$ cat config.mk
export PLATFORM = sky130hd
export DESIGN_NAME = spike_router
export DESIGN_NICKNAME = d
export VERILOG_FILES = /design/src/rtl/spike_router.sv
export SDC_FILE = /design/constraint.sdc
export NUM_CORES = 2
export LEC_CHECK = 0
export BUFFER_PORTS_ARGS = -buffer_cell sky130_fd_sc_hd__buf_2
export CAP_MARGIN = 20
export CORE_UTILIZATION = 59
export CTS_BUF_LIST = sky130_fd_sc_hd__clkbuf_4 sky130_fd_sc_hd__clkbuf_8
export CTS_CLUSTER_DIAMETER = 50
export CTS_CLUSTER_SIZE = 8
export DETAILED_ROUTE_END_ITERATION = 10
export PLACE_DENSITY = 0.89
export RECOVER_POWER = 100
export SYNTH_ARGS = -nofsm -noshare
export SYNTH_HDL_FRONTEND = slang
export SYNTH_SLANG_ARGS = --single-unit
$ cat constraint.sdc
create_clock -name clk -period 3.3 [get_ports clk]
set_input_delay 0.33 -clock clk [delete_from_list [all_inputs] [get_ports clk]]
set_output_delay 0.33 -clock clk [all_outputs]
set_load 0.03 [all_outputs]
$ cat src/rtl/spike_router.sv
module spike_router #(
  parameter int NLINK = 6,
  parameter int NCPU  = 20,
  parameter int MC_N  = 16,
  parameter int P2P_N = 64,
  parameter int TMO   = 64,
  localparam int NOUT   = NLINK + NCPU,
  localparam int OUT_W  = $clog2(NOUT),
  localparam int P2P_AW = $clog2(P2P_N)
) (
  input  logic              clk,
  input  logic              rst_n,
  input  logic              in_valid,
  output logic              in_ready,
  input  logic [39:0]       in_pkt,
  input  logic [OUT_W-1:0]  in_src,
  output logic [NOUT-1:0]   out_valid,
  input  logic [NOUT-1:0]   out_ready,
  output logic [39:0]       out_data,
  input  logic              tbl_we,
  input  logic [1:0]        tbl_sel,
  input  logic [P2P_AW-1:0] tbl_addr,
  input  logic [NOUT-1:0]   tbl_wdata,
  output logic              bad_pkt,
  output logic              emerg_valid,
  output logic [NLINK-1:0]  emerg_links,
  output logic              copy_timeout
);
  localparam int KEY_W = 24;
  localparam int MC_AW = $clog2(MC_N);
  localparam int LK_W  = $clog2(NLINK);
  localparam int CNT_W = $clog2(TMO);
  localparam logic [OUT_W:0] NL_C   = (OUT_W+1)'(NLINK);
  localparam logic [OUT_W:0] HALF_C = (OUT_W+1)'(NLINK / 2);
  localparam logic [OUT_W:0] NOUT_C = (OUT_W+1)'(NOUT);
  localparam logic [LK_W:0]  NL_L   = (LK_W+1)'(NLINK);
  localparam logic [CNT_W-1:0] CNT_MAX = CNT_W'(TMO - 1);

  logic [KEY_W-1:0] mc_key  [MC_N];
  logic [KEY_W-1:0] mc_mask [MC_N];
  logic [NOUT-1:0]  mc_vec  [MC_N];
  logic [OUT_W-1:0] p2p_port[P2P_N];

  always_ff @(posedge clk or negedge rst_n) begin
    if (!rst_n) begin
      for (int e = 0; e < MC_N; e++) begin
        mc_key[e]  <= '0;
        mc_mask[e] <= '0;
        mc_vec[e]  <= '0;
      end
      for (int p = 0; p < P2P_N; p++) p2p_port[p] <= '1;
    end else if (tbl_we) begin
      case (tbl_sel)
        2'd0: mc_key[tbl_addr[MC_AW-1:0]]  <= tbl_wdata[KEY_W-1:0];
        2'd1: mc_mask[tbl_addr[MC_AW-1:0]] <= tbl_wdata[KEY_W-1:0];
        2'd2: mc_vec[tbl_addr[MC_AW-1:0]]  <= tbl_wdata;
        default: p2p_port[tbl_addr] <= tbl_wdata[OUT_W-1:0];
      endcase
    end
  end

  logic             s1v, s2v, s3v, adv;
  logic [39:0]      s1_pkt, s2_pkt, s3_pkt;
  logic [OUT_W-1:0] s1_src;
  logic [NOUT-1:0]  s2_vec, pend, route_vec;
  logic [NLINK-1:0] emg;

  wire s1_ok = ~^s1_pkt && (s1_pkt[39:38] != 2'b11);
  wire [KEY_W-1:0] s1_key = s1_pkt[31:8];

  logic [MC_N-1:0] mc_hit;
  for (genvar e = 0; e < MC_N; e++) begin : g_hit
    assign mc_hit[e] = (|mc_vec[e]) && (((s1_key ^ mc_key[e]) & mc_mask[e]) == '0);
  end

  logic [NOUT-1:0] mc_sel;
  logic            mc_any;
  always_comb begin
    mc_sel = '0;
    mc_any = 1'b0;
    for (int e = MC_N - 1; e >= 0; e--)
      if (mc_hit[e]) begin
        mc_sel = mc_vec[e];
        mc_any = 1'b1;
      end
  end

  logic [OUT_W:0] opp;
  always_comb begin
    opp = {1'b0, s1_src} + HALF_C;
    if ({1'b0, s1_src} >= NL_C) opp = NL_C;
    else if (opp >= NL_C)       opp = opp - NL_C;
  end

  wire [OUT_W-1:0] p2p_sel = p2p_port[s1_pkt[8 +: P2P_AW]];
  wire [LK_W-1:0]  nn_link = s1_pkt[8 +: LK_W];

  always_comb begin
    case (s1_pkt[39:38])
      2'b00:   route_vec = mc_any ? mc_sel : NOUT'(1) << opp;
      2'b01:   route_vec = ({1'b0, p2p_sel} < NOUT_C) ? NOUT'(1) << p2p_sel : '0;
      default: route_vec = ({1'b0, nn_link} < NL_L) ? NOUT'(1) << nn_link : NOUT'(1) << NLINK;
    endcase
  end

  logic [NOUT-1:0]  exp_v, base_v, pend_nx;
  logic [NLINK-1:0] lnk_exp, det;
  logic [CNT_W-1:0] wait_cnt [NOUT];

  for (genvar i = 0; i < NOUT; i++) begin : g_out
    assign exp_v[i]  = pend[i] && !out_ready[i] && (wait_cnt[i] == CNT_MAX);
    assign base_v[i] = pend[i] && !out_ready[i] && !exp_v[i];
    always_ff @(posedge clk or negedge rst_n)
      if (!rst_n)         wait_cnt[i] <= '0;
      else if (base_v[i]) wait_cnt[i] <= wait_cnt[i] + 1'b1;
      else                wait_cnt[i] <= '0;
  end

  for (genvar k = 0; k < NLINK; k++) begin : g_det
    localparam int UP = (k + 1) % NLINK;
    localparam int DN = (k + NLINK - 1) % NLINK;
    assign lnk_exp[k] = exp_v[k] && !emg[k];
    assign det[k]     = lnk_exp[UP] || lnk_exp[DN];
  end

  assign pend_nx   = base_v | {{NCPU{1'b0}}, det};
  assign adv       = !s3v || (pend_nx == '0);
  assign in_ready  = adv;
  assign out_valid = pend;
  assign out_data  = s3_pkt;
  wire tmo_any = |(exp_v & ~{{NCPU{1'b0}}, lnk_exp});

  always_ff @(posedge clk or negedge rst_n) begin
    if (!rst_n) begin
      s1v <= 1'b0; s2v <= 1'b0; s3v <= 1'b0;
      s1_pkt <= '0; s2_pkt <= '0; s3_pkt <= '0; s1_src <= '0;
      s2_vec <= '0; pend <= '0; emg <= '0;
      bad_pkt <= 1'b0; emerg_valid <= 1'b0; emerg_links <= '0; copy_timeout <= 1'b0;
    end else begin
      bad_pkt      <= adv && s1v && !s1_ok;
      emerg_valid  <= |lnk_exp;
      emerg_links  <= lnk_exp;
      copy_timeout <= tmo_any;
      if (adv) begin
        s1v    <= in_valid;
        s1_pkt <= in_pkt;
        s1_src <= in_src;
        s2v    <= s1v && s1_ok;
        s2_pkt <= s1_pkt;
        s2_vec <= route_vec;
        s3v    <= s2v && (s2_vec != '0);
        s3_pkt <= s2_pkt;
        pend   <= s2v ? s2_vec : '0;
        emg    <= '0;
      end else begin
        pend <= pend_nx;
        emg  <= (emg & base_v[NLINK-1:0]) | det;
      end
    end
  end

  AST_HOLD_DATA: assert property (@(posedge clk) disable iff (!rst_n)
    (s3v && !in_ready) |=> $stable(out_data));
  AST_STALL_PENDING: assert property (@(posedge clk) disable iff (!rst_n)
    !in_ready |-> (out_valid != '0));
  AST_EMERG_HELD: assert property (@(posedge clk) disable iff (!rst_n)
    emerg_valid |-> ((emerg_links & ~$past(out_valid[NLINK-1:0])) == '0));
  AST_EMERG_BLOCKED: assert property (@(posedge clk) disable iff (!rst_n)
    emerg_valid |-> ((emerg_links & $past(out_ready[NLINK-1:0])) == '0));
  AST_TMO_BLOCKED: assert property (@(posedge clk) disable iff (!rst_n)
    copy_timeout |-> ($past(out_valid & ~out_ready) != '0));
  AST_BAD_ONE_SHOT: assert property (@(posedge clk) disable iff (!rst_n)
    bad_pkt |-> $past(in_ready));
endmodule

==> flow_metrics.env <==
export IMPL_syn2layout_area_growth_pct=21.6
export IMPL_synth_edff_count=0
export IMPL_cts_buffers=287
export IMPL_yosysMostFrequentCell="mux2_2"
export IMPL_drive_above_1_share=0.495
export IMPL_clkTransAtPathRegs_ns=0.07
export IMPL_status="finished with violations"
export IMPL_num_rows=140
export IMPL_grt_ovfl_total=0
export IMPL_synthCells=6797
export IMPL_gp_congestion=1.03
export IMPL_hold_path_class="in2reg"
export IMPL_hpwlAfterDp_um=189000
export IMPL_cp_start_kind="flip-flop"
export IMPL_yosysSeqAreaShare=0.542
export IMPL_required_ns=4.21
export IMPL_fin_crit_ns=4.33
export IMPL_placed_cells=9248
export IMPL_synth_seq_cells=1855
export IMPL_root_buffer="clkbuf_8"
export IMPL_wl_per_cell_um=33.6
export IMPL_crit_path_cell_trace="buf_12 -> buf_8 -> buf_12 -> xor2_1 -> buf_4 -> a22oi_1 -> and4_1 -> and4_1 -> buf_4 -> nand2b_1 -> a31oi_1 -> a21oi_1 -> buf_4 -> o211ai_1 -> a31oi_1 -> nor2_1"
export IMPL_initialDrtViolationCount=10276
export IMPL_avgViaCountPerCell=7.19
export IMPL_p_per_area_nw_per_um2=761
export IMPL_pre_cts_slack_ns=-0.643
export IMPL_drt_total_wl_um=333000
export IMPL_p_total_uw=80000
export IMPL_synthSimpleGateAreaFrac=0.0789
export IMPL_cts_tree="done"
export IMPL_worst_slack_ns=-1.03
export IMPL_grt_pass1_vias=72557
export IMPL_worstSkewPairLatency_ns=1.08
export IMPL_die_y_um=385
export IMPL_drt_pre_antenna_iters=11
export IMPL_drv_slew=3
export IMPL_synth_compound_area_frac=0.0659
export IMPL_slowest_stage="and4_1"
export IMPL_drc=0
export IMPL_leakagePower_uw=0.0484
export IMPL_maxCapViolCount=1
export IMPL_synth_top_area_cell="dfrtp_1"
export IMPL_synthTopCellsByArea="dfrtp_1 44%, mux2_2 21%, dfstp_2 9.7%, xor2_1 4.3%, a22oi_1 2.9%"
export IMPL_regToRegSetupSlack_ns=-1.03
export IMPL_cp_data_arrival_time_ns=5.24
export IMPL_fillerInstances=7976
export IMPL_antenna_found_initial=36
export IMPL_slowest_delay_ns=0.79
export IMPL_worst_ir_drop_vdd_mv=0.580
export IMPL_grt_pass1_wl_um=465000
export IMPL_nets=8061
export IMPL_synth_top_family_by_area="multiplexers"
export IMPL_synthMuxAreaShare=0.229
export IMPL_netlist_area_sq_um=86400
export IMPL_synth_xor_area_frac=0.0535
export IMPL_synth_warnings=0
export IMPL_synth_fa_ha_area_frac=0.00536
export IMPL_fin_skew_ns=0.132
export IMPL_critPathCaptureType="flip-flop"
export IMPL_rsz0062_at_grt="yes"
export IMPL_synth_common_cells="1584 x mux2_2, 1535 x dfrtp_1, 422 x xor2_1"
export IMPL_clockBufferDepth=4
export IMPL_timing_final_hold_violations=0
export IMPL_cts_max_level=5
export IMPL_drtAntennaViolNets=0
export IMPL_violations="max-capacitance violations, max-slew violations, negative setup slack"
export IMPL_max_freq_mhz=231
export IMPL_start_util=0.594
export IMPL_criticalPathCategory="reg2reg"
export IMPL_grt_use_total=0.425
export IMPL_tightest_slew_ns=1.63
export IMPL_clock_sinks=1855
export IMPL_synth_fp_nets=6943
export IMPL_fp_dieArea_sq_um=148000
export IMPL_vias=71449
export IMPL_crit_top_cell="buf_4"
export IMPL_synth_avg_cell_area_sq_um=12.7
export IMPL_worstPathMaxFanout=7
export IMPL_die_w_um=385
export IMPL_synth_cell_types=82
export IMPL_grt_max_degree=110
export IMPL_core_region_area_sq_um=146000
export IMPL_port_buffers=184
export IMPL_yosysTopAreaCellShare=0.445
export IMPL_synth_top_flop_cell="dfrtp_1"
export IMPL_io_pins=185
export IMPL_synthArstFlopShare=1.00
export IMPL_fin_cells=9931
export IMPL_setup_viol=122
export IMPL_fin_crit_sh=1.31
export IMPL_max_slew_margin_rel=-0.0892
[kinds of logic (layout without fill, tap and decap cells)]
family,Yosys count,after routing
and+or+nand+nor,1381,1382
DFF,1855,1855
xor gates and xnor gates,528,528
other,0,29
AOI/OAI and AO/OA,797,797
adders and majority gates,37,37
buffers and inverters,520,1707
muxes,1679,1679
[layout make-up]
| type | instances | area [sq um] | share of cell area |
|---|---|---|---|
| Timing Repair Buffer | 1275 | 11200 | 0.107 |
| Tap cell | 1917 | 2400 | 0.0228 |
| Antenna cell | 29 | 72.6 | 0.000691 |
| Sequential cell | 1855 | 46900 | 0.446 |
| Clock buffer | 343 | 4420 | 0.0421 |
| Inverter | 73 | 287 | 0.00273 |
| Clock inverter | 16 | 140 | 0.00133 |
| Multi-Input combinational cell | 4423 | 39700 | 0.378 |
[final timing paths]
| check | to | depth (start not counted) | from |
|---|---|---|---|
| worst max-delay path | s2_vec[17] | 16 | s1_pkt[30] |
| worst min-delay path | s1_pkt[6] | 4 | in_pkt[6] |
| worst max register to register | s2_vec[17] | 16 | s1_pkt[30] |
| worst min register to register | wait_cnt[18] | 1 | wait_cnt[18] |
| max in group asynchronous | p2p_port[146] | 5 | rst_n |
| min in group asynchronous | mc_vec[324] | 3 | rst_n |
[power breakdown]
| group | switching, uW | internal (uW) |
|---|---|---|
| clock network | 9230 | 8680 |
| logic | 18900 | 14600 |
| registers | 2810 | 25800 |
| total | 30900 | 49100 |
[routing by layer]
metal / track usage / up-vias / part of all wire
met1: 0.497 / 35108 / 0.32
met5: 0 / - / 0.00075
met4: 0.347 / 28 / 0.11
met2: 0.632 / 6822 / 0.43
met3: 0.150 / 2726 / 0.14
li1: - / 26765 / -
[flip-flops by register name (all words and copies together) (netlist names)]
name and cells:
s3v 1, emg 6, s2_pkt 40, out_data 40, s1v 1, p2p_port 320, bad_pkt 1, mc_mask 384
wait_cnt 156, out_valid 26, s2_vec 26, copy_timeout 1, mc_vec 416, emerg_links 6, s1_pkt 40, emerg_valid 1
mc_key 384, s1_src 5, s2v 1
[placed cells by master (no fill, tap or decap), types with 48 or more instances in the layout]
| cell | n |
|---|---|
| nor4_1 | 105 |
| a21oi_1 | 77 |
| buf_4 | 798 |
| inv_1 | 66 |
| buf_2 | 179 |
| mux4_2 | 82 |
| clkbuf_4 | 48 |
| o21ai_0 | 73 |
| mux2_2 | 1583 |
| buf_6 | 82 |
| dfstp_2 | 320 |
| dlygate4sd3_1 | 94 |
| nand3_1 | 141 |
| xor2_1 | 404 |
| buf_12 | 104 |
| nand2b_1 | 61 |
| nor2_1 | 368 |
| xnor2_1 | 103 |
| dfrtp_1 | 1516 |
| a22oi_1 | 302 |
| clkbuf_8 | 295 |
| nand2_1 | 292 |
| nand4_1 | 107 |
[worst max-delay path: cells and delay by family, from the launching register on]
kind,cells,cell delay (ns)
AO/OA/AOI/OAI,5,0.96
XOR/XNOR,1,0.19
buffers and inverters,6,1.00
flip-flops,1,0.42
AND/OR/NAND/NOR,4,1.61
[per-stage QoR]
stage / hold slack [ns] / utilization / setup TNS [ns] / instance area, sq um
3_3_place_gp: 0.393 / 0.653 / -11.51 / 95100
6_report: 0.0462 / 0.722 / -30.50 / 105000
4_1_cts: 0.000548 / 0.711 / -3.45 / 103000
5_1_grt: 0.0606 / 0.722 / -28.13 / 105000
2_1_floorplan: 0.0344 / - / 0 / 86400
3_5_place_dp: 0.366 / 0.653 / -11.43 / 95100
[what timing repair did]
| item | 4_1_cts | 5_1_grt |
|---|---|---|
| buffers inserted | 141 | 61 |
| hold buffers | 93 | 2 |
| cloned | 7 | 1 |
| pin swaps | 167 | 143 |
| setup endpoints to repair | 33 | 55 |
| resized for setup | 375 | 212 |
| endpoints found under the hold margin | 1445 | 20 |
(Power assumes the default switching activity.)
